### src/rtl/gpx_pkg.sv
package gpx_pkg;
    localparam int unsigned BYTE_W = 8;
    localparam int unsigned SEL_W  = 2;

    typedef enum logic [SEL_W-1:0] {
        SEL_PINS   = 2'd0,
        SEL_DRIVE  = 2'd1,
        SEL_INVERT = 2'd2,
        SEL_DIR    = 2'd3
    } reg_sel_e;

    localparam logic [BYTE_W-1:0] DRIVE_RST  = 8'hFF;
    localparam logic [BYTE_W-1:0] INVERT_RST = 8'h00;
    localparam logic [BYTE_W-1:0] DIR_RST    = 8'hFF;
endpackage

### src/rtl/gpx_pad_sync.sv
module gpx_pad_sync #(
    parameter int unsigned WIDTH  = 8,
    parameter int unsigned STAGES = 2
) (
    input  logic             clk,
    input  logic             rst,
    input  logic [WIDTH-1:0] pad_async,
    output logic [WIDTH-1:0] pad_sync
);
    localparam int unsigned LAST = STAGES - 1;

    typedef struct packed {
        logic [STAGES-1:0][WIDTH-1:0] stage;
    } sync_state_t;

    sync_state_t st_d, st_q;

    always_comb begin
        st_d = st_q;
        st_d.stage[0] = pad_async;
        for (int s = 1; s < int'(STAGES); s++) begin
            st_d.stage[s] = st_q.stage[s-1];
        end
    end

    always_ff @(posedge clk) begin
        if (rst) st_q <= '0;
        else     st_q <= st_d;
    end

    assign pad_sync = st_q.stage[LAST];

    initial begin
        stages_min_chk: assert (STAGES >= 2);
    end
endmodule

### src/rtl/gpx_host_decode.sv
module gpx_host_decode #(
    parameter int unsigned PTR_W = 2,
    localparam int unsigned NREG = 1 << PTR_W
) (
    input  logic             clk,
    input  logic             rst,
    input  logic             cmd_we,
    input  logic             wr_en,
    input  logic [PTR_W-1:0] cmd_sel,
    output logic [PTR_W-1:0] ptr,
    output logic [NREG-1:0]  wr_sel
);
    typedef struct packed {
        logic [PTR_W-1:0] ptr;
    } dec_state_t;

    dec_state_t st_d, st_q;

    always_comb begin
        st_d = st_q;
        if (cmd_we) st_d.ptr = cmd_sel;
    end

    always_ff @(posedge clk) begin
        if (rst) st_q <= '0;
        else     st_q <= st_d;
    end

    assign ptr = st_q.ptr;

    // the write strobe follows the pointer held before this edge
    for (genvar i = 0; i < int'(NREG); i++) begin : g_wsel
        assign wr_sel[i] = wr_en && (st_q.ptr == PTR_W'(i));
    end


    ptr_hold_chk: assert property (@(posedge clk) disable iff (rst)
        !$stable(st_q.ptr) |-> $past(cmd_we));


    ptr_load_chk: assert property (@(posedge clk) disable iff (rst)
        cmd_we |=> (st_q.ptr == $past(cmd_sel)));
endmodule

### src/rtl/gpx_port_regs.sv
module gpx_port_regs #(
    parameter int unsigned WIDTH = 8,
    parameter logic [WIDTH-1:0] DRIVE_INIT  = '1,
    parameter logic [WIDTH-1:0] INVERT_INIT = '0,
    parameter logic [WIDTH-1:0] DIR_INIT    = '1
) (
    input  logic             clk,
    input  logic             rst,
    input  logic             wr_drive,
    input  logic             wr_invert,
    input  logic             wr_dir,
    input  logic [WIDTH-1:0] wdata,
    output logic [WIDTH-1:0] drive,
    output logic [WIDTH-1:0] invert,
    output logic [WIDTH-1:0] dir
);
    typedef struct packed {
        logic [WIDTH-1:0] drive;
        logic [WIDTH-1:0] invert;
        logic [WIDTH-1:0] dir;
    } regs_state_t;

    localparam regs_state_t RST_VAL = '{drive: DRIVE_INIT, invert: INVERT_INIT, dir: DIR_INIT};

    regs_state_t st_d, st_q;

    always_comb begin
        st_d = st_q;
        if (wr_drive)  st_d.drive  = wdata;
        if (wr_invert) st_d.invert = wdata;
        if (wr_dir)    st_d.dir    = wdata;
    end

    always_ff @(posedge clk) begin
        if (rst) st_q <= RST_VAL;
        else     st_q <= st_d;
    end

    assign drive  = st_q.drive;
    assign invert = st_q.invert;
    assign dir    = st_q.dir;


    reset_value_chk: assert property (@(posedge clk)
        rst |=> (drive == DRIVE_INIT && invert == INVERT_INIT && dir == DIR_INIT));


    invert_hold_chk: assert property (@(posedge clk) disable iff (rst)
        !wr_invert |=> $stable(invert));


    dir_hold_chk: assert property (@(posedge clk) disable iff (rst)
        !wr_dir |=> $stable(dir));
endmodule

### src/rtl/gpx_read_port.sv
module gpx_read_port #(
    parameter int unsigned WIDTH = 8,
    parameter int unsigned PTR_W = 2
) (
    input  logic             clk,
    input  logic             rst,
    input  logic             rd_en,
    input  logic [PTR_W-1:0] ptr,
    input  logic [WIDTH-1:0] pins,
    input  logic [WIDTH-1:0] drive,
    input  logic [WIDTH-1:0] invert,
    input  logic [WIDTH-1:0] dir,
    output logic [WIDTH-1:0] rdata
);
    import gpx_pkg::*;

    typedef struct packed {
        logic [WIDTH-1:0] rdata;
    } rd_state_t;

    rd_state_t st_d, st_q;
    logic [WIDTH-1:0] sel_val;

    always_comb begin
        case (ptr)
            PTR_W'(SEL_PINS):   sel_val = pins ^ invert;
            PTR_W'(SEL_DRIVE):  sel_val = drive;
            PTR_W'(SEL_INVERT): sel_val = invert;
            PTR_W'(SEL_DIR):    sel_val = dir;
            default:            sel_val = '0;
        endcase
    end

    always_comb begin
        st_d = st_q;
        if (rd_en) st_d.rdata = sel_val;
    end

    always_ff @(posedge clk) begin
        if (rst) st_q <= '0;
        else     st_q <= st_d;
    end

    assign rdata = st_q.rdata;


    rdata_hold_chk: assert property (@(posedge clk) disable iff (rst)
        !$stable(rdata) |-> $past(rd_en));


    drive_read_chk: assert property (@(posedge clk) disable iff (rst)
        (rd_en && ptr == PTR_W'(SEL_DRIVE)) |=> (rdata == $past(drive)));
endmodule

### src/rtl/gpx_port_bank.sv
module gpx_port_bank #(
    parameter int unsigned PORT_W      = 8,
    parameter int unsigned SYNC_STAGES = 2
) (
    input  logic              clk,
    input  logic              rst,
    input  logic              cmd_we,
    input  logic              wr_en,
    input  logic              rd_en,
    input  logic [PORT_W-1:0] wdata,
    output logic [PORT_W-1:0] rdata,
    input  logic [PORT_W-1:0] pad_in,
    output logic [PORT_W-1:0] pad_out,
    output logic [PORT_W-1:0] pad_oe
);
    import gpx_pkg::*;

    localparam int unsigned PTR_W = SEL_W;
    localparam int unsigned NREG  = 1 << PTR_W;

    logic [PTR_W-1:0]  ptr;
    logic [NREG-1:0]   wr_sel;
    logic [PORT_W-1:0] pins_sync;
    logic [PORT_W-1:0] drive, invert, dir;

    gpx_pad_sync #(.WIDTH(PORT_W), .STAGES(SYNC_STAGES)) u_sync (
        .clk       (clk),
        .rst       (rst),
        .pad_async (pad_in),
        .pad_sync  (pins_sync)
    );

    gpx_host_decode #(.PTR_W(PTR_W)) u_dec (
        .clk     (clk),
        .rst     (rst),
        .cmd_we  (cmd_we),
        .wr_en   (wr_en),
        .cmd_sel (wdata[PTR_W-1:0]),
        .ptr     (ptr),
        .wr_sel  (wr_sel)
    );

    gpx_port_regs #(
        .WIDTH       (PORT_W),
        .DRIVE_INIT  (PORT_W'(DRIVE_RST)),
        .INVERT_INIT (PORT_W'(INVERT_RST)),
        .DIR_INIT    (PORT_W'(DIR_RST))
    ) u_regs (
        .clk       (clk),
        .rst       (rst),
        .wr_drive  (wr_sel[SEL_DRIVE]),
        .wr_invert (wr_sel[SEL_INVERT]),
        .wr_dir    (wr_sel[SEL_DIR]),
        .wdata     (wdata),
        .drive     (drive),
        .invert    (invert),
        .dir       (dir)
    );

    gpx_read_port #(.WIDTH(PORT_W), .PTR_W(PTR_W)) u_rd (
        .clk    (clk),
        .rst    (rst),
        .rd_en  (rd_en),
        .ptr    (ptr),
        .pins   (pins_sync),
        .drive  (drive),
        .invert (invert),
        .dir    (dir),
        .rdata  (rdata)
    );

    for (genvar p = 0; p < int'(PORT_W); p++) begin : g_pad
        assign pad_oe[p]  = ~dir[p];
        assign pad_out[p] = drive[p];
    end


    pins_write_ignored_chk: assert property (@(posedge clk) disable iff (rst)
        wr_sel[SEL_PINS] |=> ($stable(pad_out) && $stable(pad_oe)));


    oe_change_chk: assert property (@(posedge clk) disable iff (rst)
        !$stable(pad_oe) |-> $past(wr_sel[SEL_DIR]));


    out_change_chk: assert property (@(posedge clk) disable iff (rst)
        !$stable(pad_out) |-> $past(wr_sel[SEL_DRIVE]));


    pin_read_chk: assert property (@(posedge clk) disable iff (rst)
        (rd_en && ptr == PTR_W'(SEL_PINS)) |=> (rdata == $past(pins_sync ^ invert)));
endmodule

### config.mk
export PLATFORM = sky130hd
export DESIGN_NAME = gpx_port_bank
export DESIGN_NICKNAME = d
export VERILOG_FILES = /design/src/rtl/gpx_pkg.sv /design/src/rtl/gpx_pad_sync.sv /design/src/rtl/gpx_host_decode.sv /design/src/rtl/gpx_port_regs.sv /design/src/rtl/gpx_read_port.sv /design/src/rtl/gpx_port_bank.sv
export SDC_FILE = /design/constraint.sdc
export NUM_CORES = 1
export LEC_CHECK = 0
export BUFFER_PORTS_ARGS = -buffer_cell sky130_fd_sc_hd__buf_2
export CAP_MARGIN = 20
export CORE_ASPECT_RATIO = 0.8
export CORE_MARGIN = 10
export CORE_UTILIZATION = 52
export DETAILED_ROUTE_END_ITERATION = 7
export PLACE_DENSITY_LB_ADDON = 0.12
export SLEW_MARGIN = 20
export SYNTH_ARGS = -nofsm -noshare
export SYNTH_HDL_FRONTEND = slang
export SYNTH_SLANG_ARGS = --single-unit
### constraint.sdc
create_clock -name clk -period 1.4 [get_ports clk]
set_input_delay 0.28 -clock clk [delete_from_list [all_inputs] [get_ports clk]]
set_output_delay 0.28 -clock clk [all_outputs]
set_load 0.02 [all_outputs]
Yosys cells after proc, flatten, opt, wreduce, memory -nomap -nowiden
Cells that the tools add are included.
- mux-type cells: 1
- equal/unequal tests: 3
- bitwise logic cells: 9
- reductions and logical operators: 4
- operators by type and width (cell ; number):
    $pmux 8 s4 ; 1
    $not 1->1 ; 8
    $xor 8x8->8 ; 1
    $eq 2x2->1 const B ; 2
    $logic_and 1x1->1 ; 3
    $eq 2x1->1 const B ; 1
    $logic_not 2->1 ; 1
- register bits: 50

Longest topological paths before layout
- depth in word-level cells: 2
- gate-level depth with buffers: 6
- gate-level depth less buffers: 4

Cells and area by module
Synthesis repeated with hierarchy kept, for this count alone.
- cell total of the unflattened synthesis: 198
- area, all modules: 2058.2 um^2
- modules (own cells, without submodules) (module ; instances ; cells each ; sequential area each (um^2) ; area an instance (um^2)):
    gpx_port_regs ; 1 ; 77 ; 480.5 ; 878.3
    gpx_read_port ; 1 ; 69 ; 160.2 ; 588.1
    gpx_pad_sync ; 1 ; 33 ; 320.3 ; 464.2
    gpx_host_decode ; 1 ; 11 ; 40.0 ; 97.6
    gpx_port_bank ; 1 ; 8 ; 0.0 ; 30.0

Worst setup path before layout
No wires, ideal clock.
- path type: register -> register
- from: register u_dec.st_q (netlist bit u_dec.ptr[1])
- to: register u_regs.st_q (netlist bit u_regs.dir[5])
- slack: 267 ps
- setup time: 120 ps
- data arrival time: 1013 ps
- stages on the path, launching flop included: 6
- required time: 1280 ps
- period minus slack after synthesis: 1133 ps
- cell sequence: dfxtp_1 and3_1 buf_2 buf_6 nor2_1 a211o_1
- word-level cells in the longest chain between the ends: 2
- ends and longest elaborated chain (item ; RTL line ; source):
    start: declaration ; gpx_host_decode.sv:17 ; dec_state_t st_d, st_q;
    start signal: assignment ; gpx_host_decode.sv:26 ; else st_q <= st_d;
    $eq 2x2->1 ; gpx_host_decode.sv:33 ; assign wr_sel[i] = wr_en && (st_q.ptr == PTR_W'(i));
    $logic_and 1x1->1 ; gpx_host_decode.sv:33 ;
    end signal: assignment ; gpx_port_regs.sv:36 ; else st_q <= st_d;
    end: declaration ; gpx_port_regs.sv:25 ; regs_state_t st_d, st_q;
Every way passes these cells.
A chain may end at the register's enable or synchronous reset.

Final worst setup path
- from: register u_dec.st_q (netlist bit u_dec.ptr[1])
- to: register u_regs.st_q (netlist bit u_regs.dir[3])
The elaborated chain is that of the path after synthesis.

==> run_results.csv <==
group,metric,value,unit
drt,first_pass_iters,4,
synth,synth.top_cells.by_area,"dfxtp_1 (51%), mux2i_1 (9.1%), nand2b_1 (5.1%)",
placement,port-buffer-count,44,
critical_path,r2r_slack,0.14,ns
status,status,"completed",
clock_network,cts_tree,"yes",
drt,wire_per_inst,13.4,um
floorplan,floorplan.die.height,75.2,um
clock_network,clock_latency,0.30,ns
critical_path,cp-start-kind,"register",
drt,drc,0,
critical_path,critPathSlowestCell,"dfxtp_1",
clock_network,cts_buffers,5,
global_routing,grt_pass1_wl,6690,um
critical_path,critical_path_class,"register to register",
drt,dr_total_vias,1484,
timing,tns,0,ns
floorplan,initial_core_util,55.9,%
finish,antennaDiodeCount,0,
critical_path,crit_path_end_kind,"register",
global_routing,grt-ovfl-total,0,
global_routing,grt_usage,12.8,%
floorplan,die_w,89.0,um
floorplan,die_area,6690,um^2
timing,setup_viol,0,
synth,ys_warn_count,0,
pwr,power.density,1260,nW/um^2
critical_path,cp_data_required_time,1.59,ns
timing,worst_slew_pin_slew,0.347,ns
floorplan,rows,19,
finish,n_fill_cell,296,
synth,synth.top_cell.area_share,50.6,%
run,maxCapViolations,0,
drt,avgViaCountPerCell,5.01,
synth,syn_inst,209,
critical_path,cp_max_fo,16,
critical_path,path_cells,"and3_1 > buf_4 > nor2_1 > a211o_1",
timing,hold_viol_final,0,
placement,gp_congestion,0.773,
clock_network,path_clk_slew,0.09,ns
clock_network,htreeDepth,2,
synth,ys_ff_latch,50,
timing,rsz0062_at_grt,"false",
critical_path,worst_ep_arrival_time,1.45,ns
drt,antenna_left,0,
synth,syn_avg_cell_area,9.47,um^2
placement,hpwlAfterDp,2970,um
pwr,static-leakage-power,0.00110,uW
synth,synth_cell_types,19,
finish,layout-drive-gt1-share,23.6,%
global_routing,antenna_found_initial,0,
timing,hold_slack,0.179,ns
global_routing,grt_max_degree,20,
timing,fin_crit,1.26,ns
clock_network,post_cts_buffers,0,
floorplan,ios,45,
synth,syn-cell-area,1980,um^2
timing,finalClockSkew,0.00560,ns
pwr,ir_worst_vdd,0.000818,V
hold_path,hold_class,"input port to register",
clock_network,cts.sinks,50,
timing,slew_headroom,76.8,%
global_routing,grt_pass1_vias,1458,
clock_network,cts_root_buffer,"clkbuf_8",
clock_network,cts_hold_buffers,0,
synth,yosysSeqAreaShare,50.6,%
drt,drt_iter0_markers,43,
synth,synthesis.nets,230,
critical_path,max_stage_delay,0.45,ns
finish,syn_to_final_growth,20.2,%
clock_network,cts_buffer_depth,2,
floorplan,coreArea,3540,um^2
clock_network,cts_resized,0,
synth,yosys.area.top_type,"dfxtp_1",
timing,period_share,90.0,%
timing,maxSlewViolCount,0,
drt,wl,3960,um
timing,max_freq,794,MHz
finish,final_nets,274,
## cell type report
cell class,instances,area (um^2),share of cell area [%]
Timing Repair Buffer,51,285,12.0
Inverter,8,30.0,1.26
Sequential cell,50,1000,42.1
Clock inverter,2,60.1,2.52
Multi-Input combinational cell,137,868,36.5
Tap cell,42,52.6,2.21
Clock buffer,6,82.6,3.47
## cell usage after synthesis
cell type,instances
a211o_1,8
a21oi_1,8
and3_1,1
buf_2,4
buf_4,2
buf_6,2
clkbuf_1,6
dfxtp_1,50
inv_1,8
mux2i_1,18
nand2_1,25
nand2b_1,16
nand3b_1,9
nor2_1,18
nor2_2,1
nor2b_1,16
o211ai_1,8
or2_1,1
xnor2_1,8
## sequential cells by signal, indices dropped and copies added, names as in the netlist
name / flops
u_dec.ptr: 2
u_regs.invert: 8
u_regs.drive: 8
u_sync.st_d: 8
u_regs.dir: 8
u_rd.rdata: 8
u_sync.pad_sync: 8
## critical path: cells and delay by family, from the launching register on
kind	cells	cell delay [ns]
AO/OA/AOI/OAI	1	0.25
flip-flops	1	0.45
buffers and inverters	1	0.20
AND/OR/NAND/NOR	2	0.25
## cell usage in the layout (no fill, tap or decap), types with 2 or more instances in the layout
master and count:
dfxtp_1 50, buf_2 44, nand2_1 25, mux2i_1 18
nor2_1 18, nor2b_1 16, nand2b_1 16, nand3b_1 9
inv_1 8, xnor2_1 8, o211ai_1 8, a21oi_1 8
a211o_1 8, clkbuf_8 6, buf_4 6, bufinv_16 2
## cell families after synthesis
| family | count (synthesis) | synth area share [%] |
|---|---|---|
| flops | 50 | 50.6 |
| buf+inv | 22 | 5.56 |
| simple gates | 87 | 22.6 |
| mux | 18 | 9.10 |
| compound gates | 24 | 8.60 |
| xor+xnor | 8 | 3.54 |
## where the power goes
group          switching [uW]  internal [uW]  leakage [uW]
logic                     154            129      0.000624
clock network             452            761     0.0000714
registers                28.3           1480      0.000409
## final timing paths
path	cells after the start	end	start
min reg2reg	1	u_sync.pad_sync[6]$_SDFF_PP0_	u_sync.st_d[14]$_SDFF_PP0_
min	2	u_sync.st_d[8]$_SDFF_PP0_	pad_in[0]
max reg2reg	4	u_regs.dir[3]$_SDFFE_PP1P_	u_dec.ptr[1]$_SDFFE_PP0P_
max	4	u_regs.dir[3]$_SDFFE_PP1P_	u_dec.ptr[1]$_SDFFE_PP0P_
## stage by stage
stage	power (uW)	setup slack (ns)	utilization (%)	cells	instance area, um^2
floorplan	1720	0.267	-	209	1980
global placement	1820	0.206	63.2	288	2240
detailed placement	1830	0.182	63.2	288	2240
CTS	3040	0.146	67.2	296	2380
global route	3130	0.0406	67.2	296	2380
finish	3000	0.140	67.2	296	2380
## metal layers
metal | wire length, um | up-vias | global-route usage, %
li1 | - | 763 | -
met1 | 1810 | 684 | 14.9
met2 | 1860 | 35 | 21.0
met3 | 261 | 2 | 5.61
met4 | 22 | 0 | 4.23
met5 | 0 | - | 0
No activity file was read; power rests on OpenSTA's default activity.
